[config.mk]
export PLATFORM = sky130hd
export DESIGN_NAME = cache_sram_port
export DESIGN_NICKNAME = d
export VERILOG_FILES = /design/src/rtl/cache_port_pkg.sv /design/src/rtl/csp_lane_parity.sv /design/src/rtl/csp_issue.sv /design/src/rtl/csp_rd_capture.sv /design/src/rtl/cache_sram_port.sv
export SDC_FILE = /design/constraint.sdc
export NUM_CORES = 1
export LEC_CHECK = 0
export ABC_AREA = 1
export BUFFER_PORTS_ARGS = -buffer_cell sky130_fd_sc_hd__buf_2
export CORE_ASPECT_RATIO = 0.6
export CORE_MARGIN = 4
export CORE_UTILIZATION = 47
export CTS_CLUSTER_SIZE = 8
export DETAILED_ROUTE_END_ITERATION = 12
export PLACE_DENSITY = 0.83
export SLEW_MARGIN = 40
export SYNTH_ARGS = -nofsm -noshare
export SYNTH_HDL_FRONTEND = slang
export SYNTH_SLANG_ARGS = --single-unit
[constraint.sdc]
create_clock -name clk -period 2.2 [get_ports clk]
set_clock_uncertainty 0.1 [all_clocks]
set_input_delay 0.44 -clock clk [delete_from_list [all_inputs] [get_ports clk]]
set_output_delay 0.44 -clock clk [all_outputs]
set_load 0.005 [all_outputs]
[src/rtl/cache_port_pkg.sv]
package cache_port_pkg;

  // Odd parity bit for one byte: makes the total count of ones odd.
  function automatic logic lane_odd_par(input logic [7:0] b);
    return ~(^b);
  endfunction

endpackage

[src/rtl/csp_lane_parity.sv]
module csp_lane_parity #(
  parameter int NB = 8
) (
  input  logic [8*NB-1:0] data,
  output logic [NB-1:0]   par
);
  import cache_port_pkg::*;

  for (genvar j = 0; j < NB; j++) begin : g_lane
    assign par[j] = lane_odd_par(data[8*j +: 8]);
  end

endmodule

[src/rtl/csp_issue.sv]
module csp_issue #(
  parameter int AW     = 10,
  parameter int DW     = 64,
  parameter int NB     = DW / 8,
  parameter int RD_LAT = 2
) (
  input  logic          clk,
  input  logic          rst,
  input  logic          req_valid,
  input  logic          req_write,
  input  logic [AW-1:0] req_addr,
  input  logic [DW-1:0] req_wdata,
  input  logic [NB-1:0] req_wpar,
  output logic          req_ready,
  output logic          rd_fire,
  output logic          ce_n,
  output logic          we_n,
  output logic [AW-1:0] addr,
  output logic [DW-1:0] dq_out,
  output logic [NB-1:0] dp_out,
  output logic          bus_oe
);
  localparam int CW = $clog2(RD_LAT + 2);
  localparam logic [CW-1:0] RD_HOLD = CW'(RD_LAT + 1);

  logic [CW-1:0] rd_gap;  // edges left before a write may follow a read
  logic          wr_gap;  // one edge of quiet before a read may follow a write
  logic          fire;

  always_comb begin
    if (rst)            req_ready = 1'b0;
    else if (req_write) req_ready = (rd_gap == '0);
    else                req_ready = !wr_gap;
  end

  assign fire    = req_valid && req_ready;
  assign rd_fire = fire && !req_write;

  always_ff @(posedge clk) begin
    if (rst) begin
      ce_n   <= 1'b1;
      we_n   <= 1'b1;
      bus_oe <= 1'b0;
      addr   <= '0;
      dq_out <= '0;
      dp_out <= '0;
      rd_gap <= '0;
      wr_gap <= 1'b0;
    end else begin
      ce_n   <= !fire;
      we_n   <= !(fire && req_write);
      bus_oe <= fire && req_write;
      wr_gap <= fire && req_write;
      if (fire) addr <= req_addr;
      if (fire && req_write) begin
        dq_out <= req_wdata;
        dp_out <= req_wpar;
      end
      if (rd_fire)            rd_gap <= RD_HOLD;
      else if (rd_gap != '0)  rd_gap <= rd_gap - CW'(1);
    end
  end

endmodule

[src/rtl/csp_rd_capture.sv]
module csp_rd_capture #(
  parameter int DW     = 64,
  parameter int NB     = DW / 8,
  parameter int RD_LAT = 2
) (
  input  logic          clk,
  input  logic          rst,
  input  logic          rd_fire,
  input  logic [DW-1:0] dq_in,
  input  logic [NB-1:0] dp_in,
  output logic          rd_valid,
  output logic [DW-1:0] rd_data,
  output logic [NB-1:0] rd_perr
);
  logic [RD_LAT:0] pend;      // pend[k]: a read was accepted k+1 edges ago
  logic [NB-1:0]   want_par;

  csp_lane_parity #(.NB(NB)) u_chk_par (
    .data (dq_in),
    .par  (want_par)
  );

  always_ff @(posedge clk) begin
    if (rst) begin
      pend     <= '0;
      rd_valid <= 1'b0;
      rd_data  <= '0;
      rd_perr  <= '0;
    end else begin
      pend     <= {pend[RD_LAT-1:0], rd_fire};
      rd_valid <= pend[RD_LAT];
      if (pend[RD_LAT]) begin
        rd_data <= dq_in;
        rd_perr <= want_par ^ dp_in;
      end
    end
  end

endmodule

[src/rtl/cache_sram_port.sv]
module cache_sram_port #(
  parameter int AW     = 10,
  parameter int DW     = 64,
  parameter int RD_LAT = 2
) (
  input  logic              clk,
  input  logic              rst,
  input  logic              req_valid,
  output logic              req_ready,
  input  logic              req_write,
  input  logic [AW-1:0]     req_addr,
  input  logic [DW-1:0]     req_wdata,
  output logic              rd_valid,
  output logic [DW-1:0]     rd_data,
  output logic [DW/8-1:0]   rd_perr,
  output logic              sram_ce_n,
  output logic              sram_we_n,
  output logic [AW-1:0]     sram_addr,
  output logic [DW-1:0]     sram_dq_out,
  input  logic [DW-1:0]     sram_dq_in,
  output logic              sram_dq_oe,
  output logic [DW/8-1:0]   sram_dp_out,
  input  logic [DW/8-1:0]   sram_dp_in,
  output logic              sram_dp_oe
);
  localparam int NB = DW / 8;

  logic [NB-1:0] wpar;
  logic          rd_fire;
  logic          bus_oe;

  csp_lane_parity #(.NB(NB)) u_gen_par (
    .data (req_wdata),
    .par  (wpar)
  );

  csp_issue #(.AW(AW), .DW(DW), .NB(NB), .RD_LAT(RD_LAT)) u_issue (
    .clk       (clk),
    .rst       (rst),
    .req_valid (req_valid),
    .req_write (req_write),
    .req_addr  (req_addr),
    .req_wdata (req_wdata),
    .req_wpar  (wpar),
    .req_ready (req_ready),
    .rd_fire   (rd_fire),
    .ce_n      (sram_ce_n),
    .we_n      (sram_we_n),
    .addr      (sram_addr),
    .dq_out    (sram_dq_out),
    .dp_out    (sram_dp_out),
    .bus_oe    (bus_oe)
  );

  assign sram_dq_oe = bus_oe;
  assign sram_dp_oe = bus_oe;

  csp_rd_capture #(.DW(DW), .NB(NB), .RD_LAT(RD_LAT)) u_capture (
    .clk      (clk),
    .rst      (rst),
    .rd_fire  (rd_fire),
    .dq_in    (sram_dq_in),
    .dp_in    (sram_dp_in),
    .rd_valid (rd_valid),
    .rd_data  (rd_data),
    .rd_perr  (rd_perr)
  );

endmodule

==> results.yml, run 1 <==
clock_tree:
  clock_latency_ns: 0.41
  clock_path_buffers: 2
  cts_buffers: 17
  cts_resized: 0
  clkTransAtPathRegs_ns: 0.07
  cts_tree: "done"
  cts.sinks: 163
  cts.hold.buffers_added: 0
  postCtsSetupBuffers: 0
  htree_num_levels: 4
  cts_root_buffer: "clkbuf_16"
global_route:
  grt_pass1_wl_mm: 29.6
  grt_max_degree: 99
  track_usage: 0.215
  grt_pass1_vias: 6081
  grt_antenna_before_repair: 0
  grt_overflow: 0
logic_synthesis:
  synthMuxAreaShare: 0
  synth_top_family_by_area: "simple AND/OR/NAND/NOR gates"
  synthAdderAreaFrac: 0.00181
  syn_area_um2: 6920
  synth_seq_area_share: 0.472
  synth_seq_cells: 163
  yosysUniqueCellTypes: 22
  synth_xor_area_frac: 0.113
  synth-simple-area-share: 0.265
  syn-instance-count: 949
  syn_area_per_cell_um2: 7.29
  yosys_warnings: 0
  synth_compound_area_frac: 0.0905
  syn_nets: 1100
floorplan:
  die_area_um2: 16800
  initial_core_util: 0.478
  io_pins: 310
  rows: 34
  placeableCoreArea_um2: 14500
  die_x_um: 165
  die_h_um: 102
drt:
  met3_length_mm: 1.19
  drtIter0Drc: 443
  route.layer.met1.wl_mm: 8.96
  wirelength_mm: 19.3
  antenna_left: 0
  firstDrtPassIters: 6
  wl_met2_mm: 8.73
  top_layer: "met4"
  via_count: 6826
  wl_per_cell_um: 13.3
  vias_per_cell: 4.71
  drc: 0
critical_path:
  cp.arrival_ns: 1.45
  reg2reg_to: "u_issue.rd_gap[1]"
  setup.worst_path.end: "req_ready"
  cp_max_fo: 4
  rr_startpoint: "u_issue.rd_gap[0]"
  cp-start-kind: "flip-flop"
  r2r_slack_ns: 0.32
  cp-startpoint: "u_issue.rd_gap[0]"
  required_ns: 1.66
  path_class: "reg2out"
  end_kind: "primary output"
  reg2reg_depth: 8
sta:
  worst_slew_pin_slew_ns: 0.738
  finalSetupViolCount: 0
  finalCritPeriodShare: 0.903
  finalMaxSlewViolations: 0
  slew_headroom: 0.508
  rsz0062_at_grt: "false"
  fmax_mhz: 504
  post-route-min-period_ns: 1.99
  hold_viol: 0
  fin_setup_tns_ns: 0
final_layout:
  final_nets: 1390
  final_cell_mix: "324 x nand2_1, 309 x buf_2, 162 x dfxtp_1"
  multiInputGateArea_um2: 3250
  final_common_cell: "nand2_1"
  drive_above_1_share: 0.284
  postLayoutCoreUtil: 0.633
  regArea_um2: 3260
  area_growth_pct: 32.5
  num_antenna_cells: 0
  fill_cells: 1298
  fin_area_um2: 9160
pwr:
  p_leak_nw: 5.05
  power_density_nw_per_um2: 802
  ir_drop_uv: 542
placement:
  place_congestion: 0.825
  dp_hpwl_mm: 14.7
  numPortBuffers: 309
  placed_cell_area_um2: 8590
flow_run:
  maxCapViolCount: 0
run_status:
  status: "complete, no violations"
min_path:
  min_path_type: "in2reg"
state kept, by name (all words and copies together) (netlist names):
name and count:
u_issue.we_n 1, u_issue.bus_oe 1, u_issue.addr 10, u_issue.ce_n 1, u_issue.dp_out 8, u_capture.rd_perr 8, u_capture.rd_valid 1, u_issue.dq_out 64
u_capture.rd_data 64, u_capture.pend 3, u_issue.rd_gap 2
cell families after synthesis:
kind of cell / Yosys count
simple gates: 477
flops: 163
compound gates: 122
buf+inv: 97
xor+xnor: 89
fa+ha+maj: 1
area by class of cell:
cell class	count	share of cell area
flip-flops and latches	163	0.356
well taps	198	0.0270
multi-input cells	689	0.355
clock buffers	17	0.0464
clock inverters	15	0.0154
repair buffers	315	0.178
inverters	53	0.0219
worst min path at each step:
stage	start	to	slack (ns)	cells past startpoint
after floorplan	u_capture.pend[0]	u_capture.pend[1]	0.29	2
after global placement	u_capture.pend[1]	u_capture.pend[2]	0.29	2
after global routing	req_wdata[19]	u_issue.dq_out[19]	0.13	3
after CTS	req_wdata[39]	u_issue.dq_out[39]	0.14	3
final	req_wdata[54]	u_issue.dq_out[54]	0.16	3
after detailed placement	u_capture.pend[1]	u_capture.pend[2]	0.29	2
per-stage QoR:
step | setup WS [ns] | instances | power, mW | hold WS, ns
6_report | 0.214 | 1450 | 7.35 | 0.156
5_1_grt | 0.120 | 1450 | 7.72 | 0.134
4_1_cts | 0.201 | 1450 | 7.43 | 0.135
3_5_place_dp | 0.308 | 1418 | 4.58 | 0.287
3_3_place_gp | 0.378 | 1418 | 4.54 | 0.294
2_1_floorplan | 0.608 | 949 | 4.04 | 0.288
critical path, cell delays in order (launching register included):
cell and delay, ns:
dfxtp_1 0.35, inv_1 0.05, ha_1 0.25, o21ai_2 0.21, a21oi_4 0.06, buf_2 0.14
where the power goes:
part	internal (mW)	switching, mW
combinational	0.550	0.698
clock	1.50	1.33
sequential	3.16	0.104
cell usage after synthesis (all sizes together):
library cell,number,share of area
nand2,324,0.18
dfxtp,163,0.47
nor2,128,0.070
o21ai,91,0.066
xnor2,56,0.071
inv,52,0.028
xor2,33,0.042
a21oi,31,0.024
nand3,25,0.019
clkbuf,24,0.013
buf,20,0.017
clkinv,1,0.00072
ha,1,0.0018
layer usage:
metal  track usage  vias to the layer above
met2         0.341                      207
li1              -                     3515
met3        0.0439                       30
met4        0.0665                        0
met5             0                        -
met1         0.299                     3074
Power figures use the tool's default switching activity.
==> run 2: changes to the inputs <==
- ABC_AREA: 1 -> not set
==> results.yml, run 2 <==
clock_tree:
  cts.sinks: 163
  postCtsSetupBuffers: 0
  cts_buffers: 17
  clock_path_buffers: 2
  cts_root_buffer: "clkbuf_16"
  cts.hold.buffers_added: 0
  clock_latency_ns: 0.39
  cts_resized: 0
  htree_num_levels: 4
  clkTransAtPathRegs_ns: 0.07
  cts_tree: "done"
pwr:
  ir_drop_uv: 560
  power_density_nw_per_um2: 815
  total_power_mw: 7.41
  p_leak_nw: 4.37
logic_synthesis:
  syn_area_um2: 6810
  synth_edf_count: 0
  async_flop_share: 0
  yosysUniqueCellTypes: 24
  syn-instance-count: 719
  yosysMostFrequentCell: "dfxtp_1"
  ys.flop_type: "dfxtp_1"
  synth_seq_cells: 163
  yosysTopAreaCellShare: 0.479
  synth_top_area_cell: "dfxtp_1"
  syn_area_per_cell_um2: 9.47
  synthTopCellsByArea: "dfxtp_1 48%, xnor2_1 13%, mux2i_1 11%"
  yosys_warnings: 0
  synth.top_cells.by_count: "163 x dfxtp_1, 131 x nand2_1, 99 x xnor2_1"
  synth_seq_area_share: 0.479
  syn_nets: 870
floorplan:
  initial_core_util: 0.489
  die_x_um: 163
  die_h_um: 101
  die_area_um2: 16500
  placeableCoreArea_um2: 13900
  io_pins: 310
  rows: 33
final_layout:
  num_antenna_cells: 0
  final_nets: 1166
  area_growth_pct: 33.7
  final_cell_mix: "308 x buf_2, 162 x dfxtp_1, 131 x nand2_1"
  drive_above_1_share: 0.348
  top_regs: "u_capture.rd_data: 64 flops, u_issue.dq_out: 64 flops, u_issue.addr: 10 flops"
  final_common_cell: "buf_2"
critical_path:
  slowest_stage: "dfxtp_1"
  cp-start-kind: "flip-flop"
  max_stage_delay_ns: 0.34
  path_class: "reg2out"
  cp.depth: 6
  crit_family: "flip-flops"
  end_kind: "primary output"
  cp_max_fo: 4
  setup.worst_path.end: "req_ready"
  reg2reg_to: "u_issue.rd_gap[0]"
  r2r_slack_ns: 0.44
  cp-startpoint: "u_issue.rd_gap[0]"
  reg2reg_depth: 8
  required_ns: 1.66
  cp.arrival_ns: 1.43
  rr_startpoint: "u_issue.rd_gap[0]"
  cp_num_buf_inv: 2
  path_cells: "inv_1 > ha_1 > nand2_1 > o21a_1 > nor2_1 > buf_2"
drt:
  via_count: 5812
  vias_per_cell: 4.76
  wirelength_mm: 18.2
  firstDrtPassIters: 4
  antenna_left: 0
  drc: 0
  wl_per_cell_um: 14.9
  drtIter0Drc: 369
sta:
  finalMaxSlewViolations: 0
  post-route-min-period_ns: 1.97
  finalSetupViolCount: 0
  worst_slew_pin_slew_ns: 0.789
  finalCritPeriodShare: 0.897
  slew_headroom: 0.474
  rsz0062_at_grt: "false"
  hold_viol: 0
  fmax_mhz: 507
  fin_setup_tns_ns: 0
global_route:
  track_usage: 0.213
  grt_antenna_before_repair: 0
  grt_max_degree: 80
  grt_pass1_wl_mm: 28.6
  grt_overflow: 0
  grt_pass1_vias: 5706
min_path:
  min_path_type: "in2reg"
placement:
  numPortBuffers: 309
  dp_hpwl_mm: 13.9
  place_congestion: 0.809
run_status:
  status: "complete, no violations"
flow_run:
  maxCapViolCount: 0
run 2: logic make-up (layout without fill, tap and decap cells):
kind of cell / Yosys count / after routing / synth area share
mux: 75 / 75 / 0.110
flops: 163 / 163 / 0.479
buf+inv: 48 / 357 / 0.0322
xor+xnor: 121 / 121 / 0.156
simple gates: 291 / 291 / 0.203
compound gates: 20 / 20 / 0.0180
fa+ha+maj: 1 / 1 / 0.00184
run 2: worst min-delay path by stage:
stage / end / slack, ns / cells past startpoint / from
after floorplan: u_capture.pend[1] / 0.31 / 1 / u_capture.pend[0]
after global placement: u_capture.pend[1] / 0.32 / 1 / u_capture.pend[0]
after detailed placement: u_capture.pend[1] / 0.33 / 1 / u_capture.pend[0]
after CTS: u_issue.dq_out[22] / 0.13 / 3 / req_wdata[22]
after global routing: u_issue.dq_out[16] / 0.14 / 3 / req_wdata[16]
final: u_issue.dq_out[22] / 0.15 / 3 / req_wdata[22]
run 2: cell type report:
class / count / area, um2
clock buffer: 19 / 443
clock inverter: 13 / 119
fill: 1172 / 4820
inverter: 4 / 15.0
multi-input combinational: 508 / 3330
sequential: 163 / 3270
tap: 192 / 240
timing repair buffer: 321 / 1690
run 2: where the power goes:
part           internal, mW  total [mW]  leakage [nW]  switching [mW]
Clock                  1.52        2.79         0.276            1.26
Combinational         0.677        1.35          2.77           0.673
Sequential             3.16        3.27          1.32           0.110
run 2: tightest hold or removal path, stage by stage:
cell and delay [ns]:
buf_2 0.10, nand2_1 0.05, nand2_1 0.04
run 2: routing by layer:
metal	GRT usage	vias up	wire length [um]
li1	-	2915	-
met1	0.278	2684	7910
met2	0.356	194	8660
met3	0.0655	19	1440
met4	0.0432	0	195
met5	0	-	0
run 2: per-stage QoR:
stage | setup WS (ns) | util | std cells | instance area (um2) | hold WS [ns]
2_1_floorplan | 0.437 | - | 719 | 6810 | 0.314
3_3_place_gp | 0.448 | 0.614 | 1188 | 8540 | 0.316
3_5_place_dp | 0.468 | 0.614 | 1188 | 8540 | 0.326
4_1_cts | 0.208 | 0.654 | 1220 | 9100 | 0.132
5_1_grt | 0.138 | 0.654 | 1220 | 9100 | 0.135
6_report | 0.226 | 0.654 | 1220 | 9100 | 0.146
